`config.mk`:
```
export PLATFORM = sky130hd
export DESIGN_NAME = page_commit_ctrl
export DESIGN_NICKNAME = d
export VERILOG_FILES = /design/src/rtl/pwb_pkg.sv /design/src/rtl/pwb_page_latch.sv /design/src/rtl/pwb_prog_timer.sv /design/src/rtl/page_commit_ctrl.sv
export SDC_FILE = /design/constraint.sdc
export NUM_CORES = 1
export LEC_CHECK = 0
export ABC_AREA = 1
export BUFFER_PORTS_ARGS = -buffer_cell sky130_fd_sc_hd__buf_4
export CAP_MARGIN = 20
export CORE_ASPECT_RATIO = 1.5
export CORE_MARGIN = 2
export CORE_UTILIZATION = 45
export CTS_CLUSTER_DIAMETER = 120
export DETAILED_ROUTE_END_ITERATION = 16
export HOLD_SLACK_MARGIN = 0.08
export PLACE_DENSITY = 0.59
export SYNTH_ARGS = -nofsm -noshare
export SYNTH_HDL_FRONTEND = slang
export SYNTH_SLANG_ARGS = --single-unit
export TNS_END_PERCENT = 1
```
`constraint.sdc`:
```
create_clock -name clk -period 3.2 [get_ports clk]
set_input_delay 0.16 -clock clk [delete_from_list [all_inputs] [get_ports clk]]
set_output_delay 0.16 -clock clk [all_outputs]
set_load 0.005 [all_outputs]
```
`src/rtl/pwb_pkg.sv`:
```
`timescale 1ns/1ps
package pwb_pkg;
    typedef enum logic [1:0] {
        PW_IDLE = 2'd0,
        PW_FILL = 2'd1,
        PW_PROG = 2'd2
    } pw_state_e;
endpackage

```
`src/rtl/pwb_page_latch.sv`:
```
`timescale 1ns/1ps
// Page latch: one data register and one load flag per slot.
module pwb_page_latch #(
    parameter int PAGE_BYTES = 16,
    parameter int DATA_W     = 8,
    parameter int SLOT_W     = $clog2(PAGE_BYTES)
) (
    input  logic              clk,
    input  logic              rst_n,
    input  logic              clr,
    input  logic              wr_en,
    input  logic [SLOT_W-1:0] wr_slot,
    input  logic [DATA_W-1:0] wr_data,
    input  logic [SLOT_W-1:0] rd_slot,
    output logic [DATA_W-1:0] rd_data,
    output logic              rd_loaded,
    output logic              any_loaded
);
    logic [PAGE_BYTES-1:0] ld_vec;
    logic [DATA_W-1:0]     dat_arr [PAGE_BYTES];

    for (genvar g = 0; g < PAGE_BYTES; g++) begin : g_slot
        logic [DATA_W-1:0] dat_d, dat_q;
        logic              ld_d, ld_q;

        always_comb begin
            dat_d = dat_q;
            ld_d  = ld_q;
            if (clr) begin
                ld_d = 1'b0;
            end else if (wr_en && (wr_slot == SLOT_W'(g))) begin
                dat_d = wr_data;
                ld_d  = 1'b1;
            end
        end

        always_ff @(posedge clk or negedge rst_n) begin
            if (!rst_n) begin
                dat_q <= '0;
                ld_q  <= 1'b0;
            end else begin
                dat_q <= dat_d;
                ld_q  <= ld_d;
            end
        end

        assign ld_vec[g]  = ld_q;
        assign dat_arr[g] = dat_q;
    end

    assign rd_data    = dat_arr[rd_slot];
    assign rd_loaded  = ld_vec[rd_slot];
    assign any_loaded = |ld_vec;
endmodule

```
`src/rtl/pwb_prog_timer.sv`:
```
`timescale 1ns/1ps
// Self-timed programming window counter.
module pwb_prog_timer #(
    parameter int CYCLES = 2000000,
    parameter int CNT_W  = $clog2(CYCLES + 1)
) (
    input  logic             clk,
    input  logic             rst_n,
    input  logic             start,
    output logic [CNT_W-1:0] count,
    output logic             last
);
    localparam logic [CNT_W-1:0] END_VAL = CNT_W'(CYCLES - 1);

    typedef struct packed {
        logic             run;
        logic [CNT_W-1:0] cnt;
    } tmr_t;

    tmr_t t_d, t_q;

    always_comb begin
        t_d = t_q;
        if (start) begin
            t_d.run = 1'b1;
            t_d.cnt = '0;
        end else if (t_q.run) begin
            if (t_q.cnt == END_VAL) begin
                t_d.run = 1'b0;
            end else begin
                t_d.cnt = t_q.cnt + 1'b1;
            end
        end
    end

    always_ff @(posedge clk or negedge rst_n) begin
        if (!rst_n) t_q <= '0;
        else        t_q <= t_d;
    end

    assign count = t_q.cnt;
    assign last  = t_q.run && (t_q.cnt == END_VAL);
endmodule

```
`src/rtl/page_commit_ctrl.sv`:
```
`timescale 1ns/1ps
// Page write buffer with STOP-triggered, self-timed commit.
module page_commit_ctrl
    import pwb_pkg::*;
#(
    parameter int ADDR_W       = 11,
    parameter int DATA_W       = 8,
    parameter int PAGE_BYTES   = 16,
    parameter int WRITE_CYCLES = 2000000
) (
    input  logic              clk,
    input  logic              rst_n,
    input  logic              wr_start,
    input  logic [ADDR_W-1:0] wr_base,
    input  logic              byte_vld,
    input  logic [DATA_W-1:0] byte_data,
    input  logic              stop_in,
    input  logic              wp_in,
    output logic              busy,
    output logic              mem_we,
    output logic [ADDR_W-1:0] mem_addr,
    output logic [DATA_W-1:0] mem_wdata
);
    localparam int SLOT_W = $clog2(PAGE_BYTES);
    localparam int PAGE_W = ADDR_W - SLOT_W;
    localparam int CNT_W  = $clog2(WRITE_CYCLES + 1);
    localparam logic [CNT_W:0] SCAN_END = (CNT_W + 1)'(PAGE_BYTES);

    typedef struct packed {
        pw_state_e         state;
        logic [PAGE_W-1:0] page;
        logic [SLOT_W-1:0] ptr;
    } ctl_t;

    ctl_t r_d, r_q;

    logic              lat_clr, lat_wr;
    logic              tmr_start, tmr_last;
    logic [CNT_W-1:0]  tmr_count;
    logic [SLOT_W-1:0] scan_slot;
    logic [DATA_W-1:0] scan_data;
    logic              scan_loaded, any_loaded, in_scan;

    // Priority inside an open transaction: restart, then STOP, then data byte.
    always_comb begin
        r_d       = r_q;
        lat_clr   = 1'b0;
        lat_wr    = 1'b0;
        tmr_start = 1'b0;
        unique case (r_q.state)
            PW_IDLE: begin
                if (wr_start) begin
                    r_d.state = PW_FILL;
                    r_d.page  = wr_base[ADDR_W-1:SLOT_W];
                    r_d.ptr   = wr_base[SLOT_W-1:0];
                    lat_clr   = 1'b1;
                end
            end
            PW_FILL: begin
                if (wr_start) begin
                    r_d.page = wr_base[ADDR_W-1:SLOT_W];
                    r_d.ptr  = wr_base[SLOT_W-1:0];
                    lat_clr  = 1'b1;
                end else if (stop_in) begin
                    if (any_loaded && !wp_in) begin
                        r_d.state = PW_PROG;
                        tmr_start = 1'b1;
                    end else begin
                        r_d.state = PW_IDLE;
                        lat_clr   = 1'b1;
                    end
                end else if (byte_vld) begin
                    lat_wr  = 1'b1;
                    r_d.ptr = r_q.ptr + 1'b1;
                end
            end
            PW_PROG: begin
                if (tmr_last) begin
                    r_d.state = PW_IDLE;
                    lat_clr   = 1'b1;
                end
            end
            default: r_d.state = PW_IDLE;
        endcase
    end

    always_ff @(posedge clk or negedge rst_n) begin
        if (!rst_n) begin
            r_q.state <= PW_IDLE;
            r_q.page  <= '0;
            r_q.ptr   <= '0;
        end else begin
            r_q <= r_d;
        end
    end

    pwb_page_latch #(
        .PAGE_BYTES (PAGE_BYTES),
        .DATA_W     (DATA_W),
        .SLOT_W     (SLOT_W)
    ) u_latch (
        .clk        (clk),
        .rst_n      (rst_n),
        .clr        (lat_clr),
        .wr_en      (lat_wr),
        .wr_slot    (r_q.ptr),
        .wr_data    (byte_data),
        .rd_slot    (scan_slot),
        .rd_data    (scan_data),
        .rd_loaded  (scan_loaded),
        .any_loaded (any_loaded)
    );

    pwb_prog_timer #(
        .CYCLES (WRITE_CYCLES),
        .CNT_W  (CNT_W)
    ) u_timer (
        .clk   (clk),
        .rst_n (rst_n),
        .start (tmr_start),
        .count (tmr_count),
        .last  (tmr_last)
    );

    // The first PAGE_BYTES cycles of the window scan the slots in order.
    assign scan_slot = tmr_count[SLOT_W-1:0];
    assign in_scan   = {1'b0, tmr_count} < SCAN_END;
    assign busy      = (r_q.state == PW_PROG);
    assign mem_we    = busy && in_scan && scan_loaded;
    assign mem_addr  = {r_q.page, scan_slot};
    assign mem_wdata = scan_data;
endmodule

```
==> results.ini, run 1 <==
[status]
run_status = complete, no violations

[clock_network]
cts-root-buf = clkbuf_16
tritoncts = done
clock_latency_ps = 440
htree_num_levels = 4
clkSinkCount = 179
post_cts_hold_buffer_count = 13
cts_buffers = 17
post_cts_resize_count = 0
clockBufferDepth = 2
path_clk_slew_ps = 70
post-cts-setup-buffer-count = 0

[run]
max-cap-violations = 0

[logic_synthesis]
synth.net_count = 1099
synth_top_flop_cell = dfrtp_1
synth.distinct_cells = 39
postSynthCellCount = 1069
synth_adder_area_share_pct = 0.7112
ys_seq_area_share_pct = 50.92
asyncSetResetFlopFracSynth_pct = 100.0
largest_family_of_logic_cells_by_synthesized_area = simple AND/OR/NAND/NOR gates
muxShareOfSynthArea_pct = 0
area_fraction_in_compound_gates_after_synthesis_pct = 17.40
synth_edf_count = 0
yosys.area_share.simple_pct = 23.87
yosys_register_bits = 179
synth-xor-area-share_pct = 0.4979
synth_warnings = 0
mappedNetlistArea_mm2 = 0.008796
syn-mean-instance-area_um2 = 8.228

[routing]
drt_first_iter_violations = 483
detail-route-antenna-nets = 0
route.detailed.wl_per_inst_um = 17.90
route.detailed.vias_per_inst = 5.412
pre_antenna_drt_iters = 4
vias = 7377
route.detailed.drc = 0
postRouteWirelength_mm = 24.39

[floorplan]
design.die.area_mm2 = 0.02070
core-area_mm2 = 0.01916
horiz_die_dim_um = 118.2
boundaryPins = 46
placementRows = 62
start_util_pct = 45.91
die_h_um = 175.2

[cells_and_area]
nNetsFinal = 1124
layout.filler_cells = 1861
layout-drive-gt1-share_pct = 13.01
number_of_diodes_added_for_antenna_fixing = 0
finalCoreUtilization_pct = 51.80
layout-area-overhead-vs-synth_pct = 12.84

[timing]
rsz0062_at_grt = false
timing.final.crit_share_pct = 81.27
layout_setup_ws_ps = 599.4
maxSlewHeadroom_pct = 43.31
setup-violations-final = 0
post-route-min-period_ps = 2601
hold_viol_final = 0
skew_ps = 11.39
setup-tns-final_ps = 0
report.final.slew_viol_count = 0
tightestPinTransition_ps = 850.3
max_freq_mhz = 384.5

[placed_design]
hpwlAfterDp_mm = 16.20
weighted_congestion_at_the_end_of_routability_driven_global_placement = 0.9295
port_buffers = 45
detailedPlace.worstSlack_ps = 1028

[critical_path]
crit-reg2reg-launch = u_timer.count[1]
arrival_ps = 2440
crit_path_capture_type = primary output
category_of_the_most_critical_setup_path = reg2out
timing.critical_path.from_type = flop
worst_ep_required_time_ps = 3040
reg2reg_setup_slack_ps = 1030
cp_max_fo = 26
crit-reg2reg-capture = u_latch.g_slot[11].ld_q
worstRegToRegCells = 11

[pwr]
power_density_mw_per_mm2 = 771.5
leakagePower_uw = 0.004627
ir_drop_uv = 483.5

[global_route]
grt_start_max_net_pins = 91
grt_pass1_wl_mm = 39.69
globalRouteOverflowTotal = 0
grt_antenna_before_repair = 0
grt_pass1_vias = 7247
grt_util_all_layers_pct = 24.59

[worst_hold_path]
start_point_of_the_worst_hold_path = wr_base[2]
hold_end = r_q[2]
worstHoldPathCells = 3
holdCritPathClass = in2reg

## power by group
| part | switching [uW] | total [uW] | internal (uW) | leakage, uW |
|---|---|---|---|---|
| sequential | 320 | 3080 | 2760 | 0.00240 |
| clock | 967 | 2090 | 1120 | 0.000273 |
| combinational | 1540 | 2490 | 956 | 0.00195 |
## cells by family after synthesis
family                     after synthesis
buffers and inverters                  120
xor gates and xnor gates                 5
and+or+nand+nor                        487
adders and majority gates                5
DFF                                    179
AOI/OAI and AO/OA                      273
## area by class of cell
| cell class | count | area [um2] | share of cell area, % |
|---|---|---|---|
| Clock buffer | 19 | 442.9 | 4.462 |
| Clock inverter | 13 | 137.6 | 1.387 |
| Inverter | 53 | 198.9 | 2.004 |
| Multi-Input combinational cell | 770 | 3736 | 37.64 |
| Sequential cell | 179 | 4481 | 45.14 |
| Tap cell | 256 | 320.3 | 3.227 |
| Timing Repair Buffer | 73 | 609.3 | 6.139 |
## flip-flops by register name (all words and copies together), names as in the netlist
name	count
r_q	6
u_timer.t_q	1
u_timer.count	21
u_latch.g_slot.ld_q	16
u_latch.g_slot.dat_q	128
mem_addr	7
## synthesized netlist by cell type, types with 2 or more instances
library cell	number	share of area, %
inv_1	47	2.0
nor3_1	6	0.34
nor4_1	2	0.14
a21oi_1	8	0.46
o221ai_1	12	1.2
nand2_2	14	1.0
o22ai_1	21	1.5
dfrtp_1	179	51
nand2_1	287	12
o21ai_1	109	6.2
nand3b_1	2	0.17
nand2_4	6	0.77
ha_1	5	0.71
nor2_8	2	0.46
nor2_1	115	4.9
a32o_1	2	0.23
clkbuf_1	31	1.3
a22oi_1	2	0.17
o21ai_2	14	1.4
o21ai_0	97	5.5
xor2_1	4	0.40
buf_4	12	1.0
buf_6	9	1.2
buf_2	14	0.80
inv_2	5	0.21
nor2_4	5	0.64
nand3_1	27	1.5
nor2_2	2	0.14
nand4_1	17	1.2
o211ai_1	4	0.34
## layer usage
metal / global-route usage (%) / share of wire, % / vias up
met5: 0 / 0 / -
li1: - / - / 3604
met4: 11.90 / 4.1 / 0
met2: 41.35 / 49 / 171
met3: 3.655 / 3.7 / 53
met1: 31.00 / 43 / 3549
## per-stage QoR
step | cells | power, uW | cell area (um2) | hold slack, ps
global route | 1363 | 8144 | 9926 | 129.3
CTS | 1363 | 7717 | 9926 | 90.04
detailed placement | 1318 | 5592 | 9215 | 296.7
floorplan | 1069 | 4682 | 8796 | -135.6
global placement | 1318 | 5575 | 9215 | 298.5
finish | 1363 | 7658 | 9926 | 106.8
## worst max-delay path by stage
| stage | depth (start not counted) | startpoint | slack, ps | to |
|---|---|---|---|---|
| floorplan | 11 | u_timer.count[0] | 1520 | u_latch.g_slot[11].ld_q |
| global placement | 8 | u_timer.count[1] | 1060 | mem_wdata[0] |
| detailed placement | 11 | u_timer.count[1] | 1030 | u_latch.g_slot[10].ld_q |
| CTS | 8 | u_timer.count[1] | 550 | mem_we |
| global route | 8 | u_timer.count[1] | 460 | mem_wdata[0] |
| finish | 8 | u_timer.count[1] | 600 | mem_wdata[0] |
## worst max-delay path, stage by stage (launching register included)
cell and delay (ps):
dfrtp_1 380, buf_4 210, inv_1 430, buf_12 240
o21ai_0 100, o221ai_1 180, nand3_1 160, nand3_1 170
buf_4 140
## layout by cell type, fill, tap and decap left out, types with 3 or more instances in the layout
cell type,count
nand2_1,287
dfrtp_1,178
nor2_1,115
o21ai_1,109
o21ai_0,97
buf_4,57
inv_1,46
nand3_1,27
o22ai_1,21
nand4_1,17
clkbuf_16,17
nand2_2,14
o21ai_2,14
dlygate4sd3_1,13
o221ai_1,12
a21oi_1,8
inv_2,6
nor3_1,6
nand2_4,6
nor2_4,5
ha_1,5
inv_6,5
xor2_1,4
o211ai_1,4
clkinvlp_4,4
inv_8,3
Power figures use the tool's default switching activity.
==> run 2, diff against run 1 <==
ABC_AREA = 0   (was 1)
PLACE_DENSITY = 0.61   (was 0.59)
clock period = 2.32 ns   (was 3.2 ns; I/O delays follow)
==> results.ini, run 2 <==
[status]
run_status = finished with violations  ; was complete, no violations
failed_checks = setup timing

[routing]
vias = 5494  ; was 7377
postRouteWirelength_mm = 20.69  ; was 24.39 mm
detail-route-antenna-nets = 0  ; unchanged
route.detailed.drc = 0  ; unchanged
route.detailed.wl_per_inst_um = 21.47  ; was 17.90 um
route.detailed.vias_per_inst = 5.699  ; was 5.412
pre_antenna_drt_iters = 4  ; unchanged
drt_first_iter_violations = 273  ; was 483

[critical_path]
timing.critical_path.from_type = flop  ; unchanged
crit_path_capture_type = primary output  ; unchanged
worst_ep_required_time_ps = 2200  ; was 3040 ps
timing.critical_path.slowest_stage_cell = mux4_2  ; was inv_1
cp_cell_sequence = buf_6, buf_12, mux4_2, mux4_2, buf_6  ; was buf_4, inv_1, buf_12, o21ai_0, o221ai_1, nand3_1, nand3_1, buf_4
category_of_the_most_critical_setup_path = reg2out  ; unchanged
worst-path-buf-inv = 3  ; was 4
kind_of_cell_with_the_highest_combined_delay_on_the_critical_path = multiplexers  ; was buffers and inverters
arrival_ps = 2290  ; was 2440 ps
timing.critical_path.slowest_cell_delay_ps = 520  ; was 430 ps
cp_max_fo = 8  ; was 26

[global_route]
grt_antenna_before_repair = 0  ; unchanged
grt_pass1_wl_mm = 33.09  ; was 39.69 mm
grt_pass1_vias = 5949  ; was 7247
grt_start_max_net_pins = 66  ; was 91
globalRouteOverflowTotal = 0  ; unchanged
grt_util_all_layers_pct = 22.08  ; was 24.59%

[cells_and_area]
finalInstanceArea_mm2 = 0.01046  ; was 0.009926 mm2
nNetsFinal = 729  ; was 1124
largest_register_ff_count = 128  ; unchanged
final_cell_mix = dfrtp_1 (178), mux2_2 (135), buf_4 (78)  ; was nand2_1 (287), dfrtp_1 (178), nor2_1 (115)
mostFrequentLayoutCell = dfrtp_1  ; was nand2_1
number_of_diodes_added_for_antenna_fixing = 0  ; unchanged
layout-area-overhead-vs-synth_pct = 21.91  ; was 12.84%
top_register = u_latch.g_slot.dat_q  ; unchanged
layout-drive-gt1-share_pct = 46.77  ; was 13.01%

[logic_synthesis]
synth.distinct_cells = 49  ; was 39
synth_edf_count = 0  ; unchanged
synth_top_area_share_pct = 52.19  ; was 50.92%
postSynthCellCount = 610  ; was 1069
asyncSetResetFlopFracSynth_pct = 100.0  ; unchanged
mappedNetlistArea_mm2 = 0.008582  ; was 0.008796 mm2
synth.net_count = 640  ; was 1099
ys_seq_area_share_pct = 52.19  ; was 50.92%
synth.top_cells.by_count = dfrtp_1 (179), mux2_2 (135), mux4_2 (44), clkbuf_1 (24), a21oi_1 (19)  ; was nand2_1 (287), dfrtp_1 (179), nor2_1 (115), o21ai_1 (109), o21ai_0 (97)
synth_area_leaders = dfrtp_1 (52%), mux2_2 (18%), mux4_2 (12%), a21o_1 (1.3%), mux2i_1 (1.3%)  ; was dfrtp_1 (51%), nand2_1 (12%), o21ai_1 (6.2%), o21ai_0 (5.5%), nor2_1 (4.9%)
post-synth-top-count-cell = dfrtp_1  ; was nand2_1
syn-mean-instance-area_um2 = 14.07  ; was 8.228 um2
synth_warnings = 0  ; unchanged
yosys_register_bits = 179  ; unchanged
largest_area_contributor_in_the_netlist = dfrtp_1  ; unchanged
synth_top_flop_cell = dfrtp_1  ; unchanged

[timing]
report.final.slew_viol_count = 0  ; unchanged
timing.final.crit_share_pct = 103.6
maxSlewHeadroom_pct = 60.01  ; was 43.31%
hold_viol_final = 0  ; unchanged
max_freq_mhz = 416.0
rsz0062_at_grt = true  ; was false
skew_ps = 9.674  ; was 11.39 ps
setup-violations-final = 9  ; was 0
post-route-min-period_ps = 2404
layout_setup_ws_ps = -84.11  ; was 599.4 ps
tightestPinTransition_ps = 594.4  ; was 850.3 ps

[clock_network]
htree_num_levels = 4  ; unchanged
clkSinkCount = 179  ; unchanged
clock_latency_ps = 440  ; about the same
path_clk_slew_ps = 70  ; about the same
tritoncts = done  ; unchanged
cts_buffers = 17  ; unchanged
clockBufferDepth = 2  ; unchanged
cts-root-buf = clkbuf_16  ; unchanged

[floorplan]
start_util_pct = 46.08  ; was 45.91%
core-area_mm2 = 0.01862  ; was 0.01916 mm2
boundaryPins = 46  ; unchanged
die_h_um = 173.1  ; was 175.2 um
horiz_die_dim_um = 116.8  ; was 118.2 um
design.die.area_mm2 = 0.02021  ; was 0.02070 mm2
placementRows = 61  ; was 62

[pwr]
leakagePower_uw = 0.004828  ; was 0.004627 uW
ir_drop_uv = 591.8  ; was 483.5 uV
power_density_mw_per_mm2 = 1132  ; was 771.5 mW/mm2

[run]
max-cap-violations = 0  ; unchanged

[placed_design]
placed_cell_area_mm2 = 0.009392  ; was 0.009215 mm2
port_buffers = 45  ; unchanged
hpwlAfterDp_mm = 13.18  ; was 16.20 mm
detailedPlace.worstSlack_ps = 176.7  ; was 1028 ps
weighted_congestion_at_the_end_of_routability_driven_global_placement = 0.8558  ; was 0.9295

[worst_hold_path]
holdCritPathClass = in2reg  ; unchanged

[run 2: cell count changes in the layout (fill, tap and decap cells not counted), sizes merged, moves of 12 or more]
cell	change
nor2	-99
buf	+36
mux2	+135
mux4	+44
o22ai	-22
nand3	-17
o21ai	-203
o221ai	-12
a21o	+15
nand2	-298
inv	-49
[run 2: kinds of logic after synthesis]
logic type | after synthesis | synth area share [%]
compound gates | 75 | 5.628
xor+xnor | 4 | 0.4083
fa+ha+maj | 5 | 0.7290
buf+inv | 54 | 2.931
flops | 179 | 52.19
mux | 190 | 30.54
simple gates | 103 | 7.567
[run 2: power by group]
group / total, uW / switching (uW) / internal, uW
Combinational: 3740 / 1510 / 2230
Sequential: 4770 / 701 / 4070
Clock: 3330 / 1270 / 2060
[run 2: worst register-to-register path, cell delays in order (launching register included)]
cell and delay, ps:
dfrtp_1 450, or4_4 590, nor4_1 560, buf_4 280, a21oi_1 110, mux2i_1 140
[run 2: path summary, 6_finish.rpt]
check,startpoint,end,slack [ps],depth (start not counted)
max in group asynchronous,rst_n,u_timer.count[0],1370,3
worst min register to register,u_latch.g_slot[14].dat_q[1],u_latch.g_slot[14].dat_q[1],500,1
worst max-delay path,u_timer.count[0],mem_wdata[0],-80,5
worst max register to register,u_timer.count[11],u_timer.count[3],70,5
min in group asynchronous,rst_n,mem_addr[10],220,2
worst min-delay path,wr_base[2],r_q[2],110,4
[run 2: layout make-up]
type	count	area (um2)
timing repair buffer	116	1072
clock buffer	18	439.2
multi-input combinational	377	3877
clock inverter	14	247.7
sequential	179	4481
inverter	8	30.03
fill	1571	8160
tap	252	315.3
[run 2: timing repair]
item / 4_1_cts / 5_1_grt
resized for setup: 15 / 3
cloned: 3 / 0
hold buffers: 20 / 0
pin swaps: 0 / 1
setup buffers: 5 / 0
hold endpoints to repair: 193 / 0
setup endpoints to repair: 9 / 14
[run 2: layer usage]
| layer | up-vias | GRT usage [%] | share of wire [%] |
|---|---|---|---|
| met1 | 2876 | 26.94 | 40 |
| met3 | 39 | 5.082 | 3.6 |
| met2 | 120 | 37.52 | 53 |
| li1 | 2459 | - | - |
| met5 | - | 0 | 0 |
| met4 | 0 | 8.529 | 2.9 |
[run 2: metrics by stage]
stage                     instances  power, uW  hold slack [ps]  utilization, %  TNS (ps)
after floorplan                 610       7042           -179.6               -         0
after global routing            964      12450            127.6           56.18     -1268
final                           964      11840            115.0           56.18    -583.1
after detailed placement        904       8130            123.7           50.43         0
after global placement          904       7996            111.3           50.43         0
after CTS                       964      11930            105.3           56.09    -746.8
==> run 3, diff against run 2 <==
CORE_MARGIN = 4   (was 2)
MAX_ROUTING_LAYER = met4   (was unset)
SYNTH_HIERARCHICAL = 1   (was unset)
==> results.ini, run 3 <==
[cells_and_area]
largest_register_ff_count = 128  ; unchanged
layout-area-overhead-vs-synth_pct = 24.33  ; was 21.91%
top_register = u_latch/g_slot.dat_q  ; was u_latch.g_slot.dat_q
layout-drive-gt1-share_pct = 48.05  ; was 46.77%
number_of_diodes_added_for_antenna_fixing = 0  ; unchanged
nNetsFinal = 759  ; was 729
mostFrequentLayoutCell = dfrtp_1  ; unchanged
final_cell_mix = dfrtp_1 (178), buf_4 (100), mux2_2 (94)  ; was dfrtp_1 (178), mux2_2 (135), buf_4 (78)

[logic_synthesis]
synth_adder_area_share_pct = 0.2872  ; was 0.7290%
synth_edf_count = 0  ; unchanged
yosys_register_bits = 179  ; unchanged
mappedNetlistArea_mm2 = 0.008712  ; was 0.008582 mm2
ys_seq_area_share_pct = 51.41  ; was 52.19%
syn-mean-instance-area_um2 = 13.78  ; was 14.07 um2
largest_area_contributor_in_the_netlist = dfrtp_1  ; unchanged
muxShareOfSynthArea_pct = 28.62  ; was 30.54%
synth_top_flop_cell = dfrtp_1  ; unchanged
post-synth-top-count-cell = dfrtp_1  ; unchanged
area_fraction_in_compound_gates_after_synthesis_pct = 4.596  ; was 5.628%
synth-xor-area-share_pct = 1.508  ; was 0.4082%
synth_warnings = 6  ; was 0
synth_area_leaders = dfrtp_1 (51%), mux2_2 (17%), mux4_1 (6.0%), mux4_2 (3.9%), buf_4 (2.7%)  ; was dfrtp_1 (52%), mux2_2 (18%), mux4_2 (12%), a21o_1 (1.3%), mux2i_1 (1.3%)
synth.top_cells.by_count = dfrtp_1 (179), mux2_2 (135), buf_4 (31), nand2_1 (29), nor2_1 (24)  ; was dfrtp_1 (179), mux2_2 (135), mux4_2 (44), clkbuf_1 (24), a21oi_1 (19)
largest_family_of_logic_cells_by_synthesized_area = multiplexers  ; unchanged
synth.distinct_cells = 61  ; was 49
synth_top_area_share_pct = 51.41  ; was 52.19%
yosys.area_share.simple_pct = 8.172  ; was 7.567%
synth.net_count = 659  ; was 640
postSynthCellCount = 632  ; was 610
asyncSetResetFlopFracSynth_pct = 100.0  ; unchanged

[routing]
detail-route-antenna-nets = 0  ; unchanged
postRouteWirelength_mm = 20.40  ; was 20.69 mm
route.detailed.drc = 0  ; unchanged
drt_first_iter_violations = 394  ; was 273
route.detailed.vias_per_inst = 5.478  ; was 5.699
route.detailed.wl_per_inst_um = 20.38  ; was 21.47 um
pre_antenna_drt_iters = 4  ; unchanged
vias = 5483  ; was 5494

[global_route]
grt_start_max_net_pins = 73  ; was 66
globalRouteOverflowTotal = 0  ; unchanged
grt-busiest-layer = met2  ; unchanged
grt_pass1_wl_mm = 33.49  ; was 33.09 mm
grt_antenna_before_repair = 0  ; unchanged
grt_util_all_layers_pct = 20.68  ; was 22.08%
use_met2_pct = 36.59  ; was 37.52%
use_met1_pct = 24.69  ; was 26.94%
met3_usage_pct = 2.570  ; was 5.082%
grt_pass1_vias = 6160  ; was 5949

[critical_path]
category_of_the_most_critical_setup_path = reg2reg  ; was reg2out
crit_path_capture_type = flop  ; was primary output
timing.critical_path.slowest_cell_delay_ps = 550  ; was 520 ps
reg2reg_setup_slack_ps = -510  ; was 70 ps
crit-reg2reg-launch = u_timer/count[11]  ; was u_timer.count[11]
worstRegToRegCells = 9  ; was 5
timing.critical_path.slowest_stage_cell = or4_4  ; was mux4_2
cp_max_fo = 9  ; was 8
kind_of_cell_with_the_highest_combined_delay_on_the_critical_path = simple AND/OR/NAND/NOR gates  ; was multiplexers
worst_ep_required_time_ps = 2630  ; was 2200 ps
arrival_ps = 3140  ; was 2290 ps
cp_cell_sequence = or4b_1, or4_4, nor3_4, nand2_2, o21ai_4, and4b_1, nand2_1, buf_12, mux2_2  ; was buf_6, buf_12, mux4_2, mux4_2, buf_6
crit-reg2reg-capture = u_latch/g_slot[3].dat_q[5]  ; was u_timer.count[3]
timing.critical_path.from_type = flop  ; unchanged
worst-path-buf-inv = 1  ; was 3

[worst_hold_path]
hold_end = r_q[11]  ; was r_q[2]
worstHoldPathCells = 3  ; was 4
start_point_of_the_worst_hold_path = wr_start  ; was wr_base[2]
holdCritPathClass = in2reg  ; unchanged

[floorplan]
horiz_die_dim_um = 121.6  ; was 116.8 um
start_util_pct = 45.65  ; was 46.08%
boundaryPins = 46  ; unchanged
core-area_mm2 = 0.01908  ; was 0.01862 mm2
die_h_um = 178.4  ; was 173.1 um
placementRows = 62  ; was 61
design.die.area_mm2 = 0.02170  ; was 0.02021 mm2

[timing]
max_freq_mhz = 353.1  ; was 416.0 MHz
layout_setup_ws_ps = -512.1  ; was -84.11 ps
maxSlewHeadroom_pct = 52.75  ; was 60.01%
report.final.slew_viol_count = 0  ; unchanged
rsz0062_at_grt = true  ; unchanged
hold_viol_final = 0  ; unchanged
post-route-min-period_ps = 2832  ; was 2404 ps
skew_ps = 13.61  ; was 9.674 ps
setup-tns-final_ps = -61660  ; was -583.1 ps
setup-violations-final = 152  ; was 9
tightestPinTransition_ps = 708.8  ; was 594.4 ps
timing.final.crit_share_pct = 122.1  ; was 103.6%

[clock_network]
clkSinkCount = 179  ; unchanged
htree_num_levels = 4  ; unchanged
clockBufferDepth = 2  ; unchanged
clock_latency_ps = 430  ; was 440 ps
path_clk_slew_ps = 80  ; was 70 ps
tritoncts = done  ; unchanged
cts_buffers = 17  ; unchanged
cts-root-buf = clkbuf_16  ; unchanged

[pwr]
ir_drop_uv = 510.0  ; was 591.8 uV
overall_power_consumption_uw = 9106  ; was 11840 uW
leakagePower_uw = 0.005224  ; was 0.004828 uW
power_density_mw_per_mm2 = 840.7  ; was 1132 mW/mm2

[placed_design]
weighted_congestion_at_the_end_of_routability_driven_global_placement = 0.8331  ; was 0.8558
port_buffers = 45  ; unchanged
hpwlAfterDp_mm = 13.73  ; was 13.18 mm

[status]
run_status = finished with violations  ; unchanged
failed_checks = setup timing  ; unchanged

[run]
max-cap-violations = 0  ; unchanged

run 3: worst max-delay path by stage:
| stage | start | to | slack, ps | cells past startpoint |
|---|---|---|---|---|
| after global placement | u_timer/count[11] | u_latch/g_slot[14].dat_q[0] | -540 | 8 |
| after CTS | u_timer/count[11] | u_latch/g_slot[10].dat_q[4] | -530 | 9 |
| after global routing | u_timer/count[16] | u_latch/g_slot[3].dat_q[2] | -600 | 9 |
| after floorplan | u_timer/count[16] | u_latch/g_slot[13].dat_q[0] | -540 | 10 |
| after detailed placement | u_timer/count[11] | u_latch/g_slot[15].dat_q[7] | -600 | 8 |
| final | u_timer/count[11] | u_latch/g_slot[3].dat_q[5] | -510 | 9 |
run 3: cell families (layout without fill, tap and decap cells):
family                     Yosys count  count (layout)
AOI/OAI and AO/OA                   57              57
adders and majority gates            2               2
muxes                              178             178
buffers and inverters               77             190
DFF                                179             179
and+or+nand+nor                    124             124
xor gates and xnor gates            15              15
run 3: power by group:
group | total [uW] | leakage (uW) | internal, uW | switching [uW]
clock network | 2830 | 0.000286 | 1450 | 1380
logic | 2460 | 0.00256 | 1240 | 1220
registers | 3820 | 0.00238 | 3550 | 266
run 3: metrics by stage:
stage	area, um2	cells	hold WS, ps	setup WS [ps]	utilization (%)
floorplan	8746	632	-179.6	-539.3	-
global placement	9753	948	170.3	-544.5	51.11
detailed placement	9753	948	185.1	-598.8	51.11
CTS	10810	1001	107.9	-528.2	56.62
global route	10830	1001	153.8	-603.5	56.76
finish	10830	1001	122.6	-512.1	56.76
run 3: worst register-to-register path: stages (launching register included):
cell	delay (ps)
dfrtp_1	370
or4b_1	540
or4_4	550
nor3_4	170
nand2_2	90
o21ai_4	90
and4b_1	270
nand2_1	130
buf_12	150
mux2_2	340
run 3: per-layer routing:
layer	vias up	part of all wire [%]
li1	2508	-
met1	2880	41
met2	72	55
met3	23	2.0
met4	0	1.7
met5	-	0
run 3: timing repair:
item                                   CTS  global route
setup endpoints to repair              157           158
buffers inserted                         0             0
hold buffers                            21             0
endpoints found under the hold margin  168             0
gates resized for setup                 82             9
pin swaps                                4             2
run 3: final cells by class:
type / count / area (um2)
tap: 256 / 320.3
clock inverter: 15 / 161.4
fill: 1577 / 8252
inverter: 17 / 63.81
multi-input combinational: 376 / 4038
sequential: 179 / 4481
clock buffer: 17 / 425.4
timing repair buffer: 141 / 1343
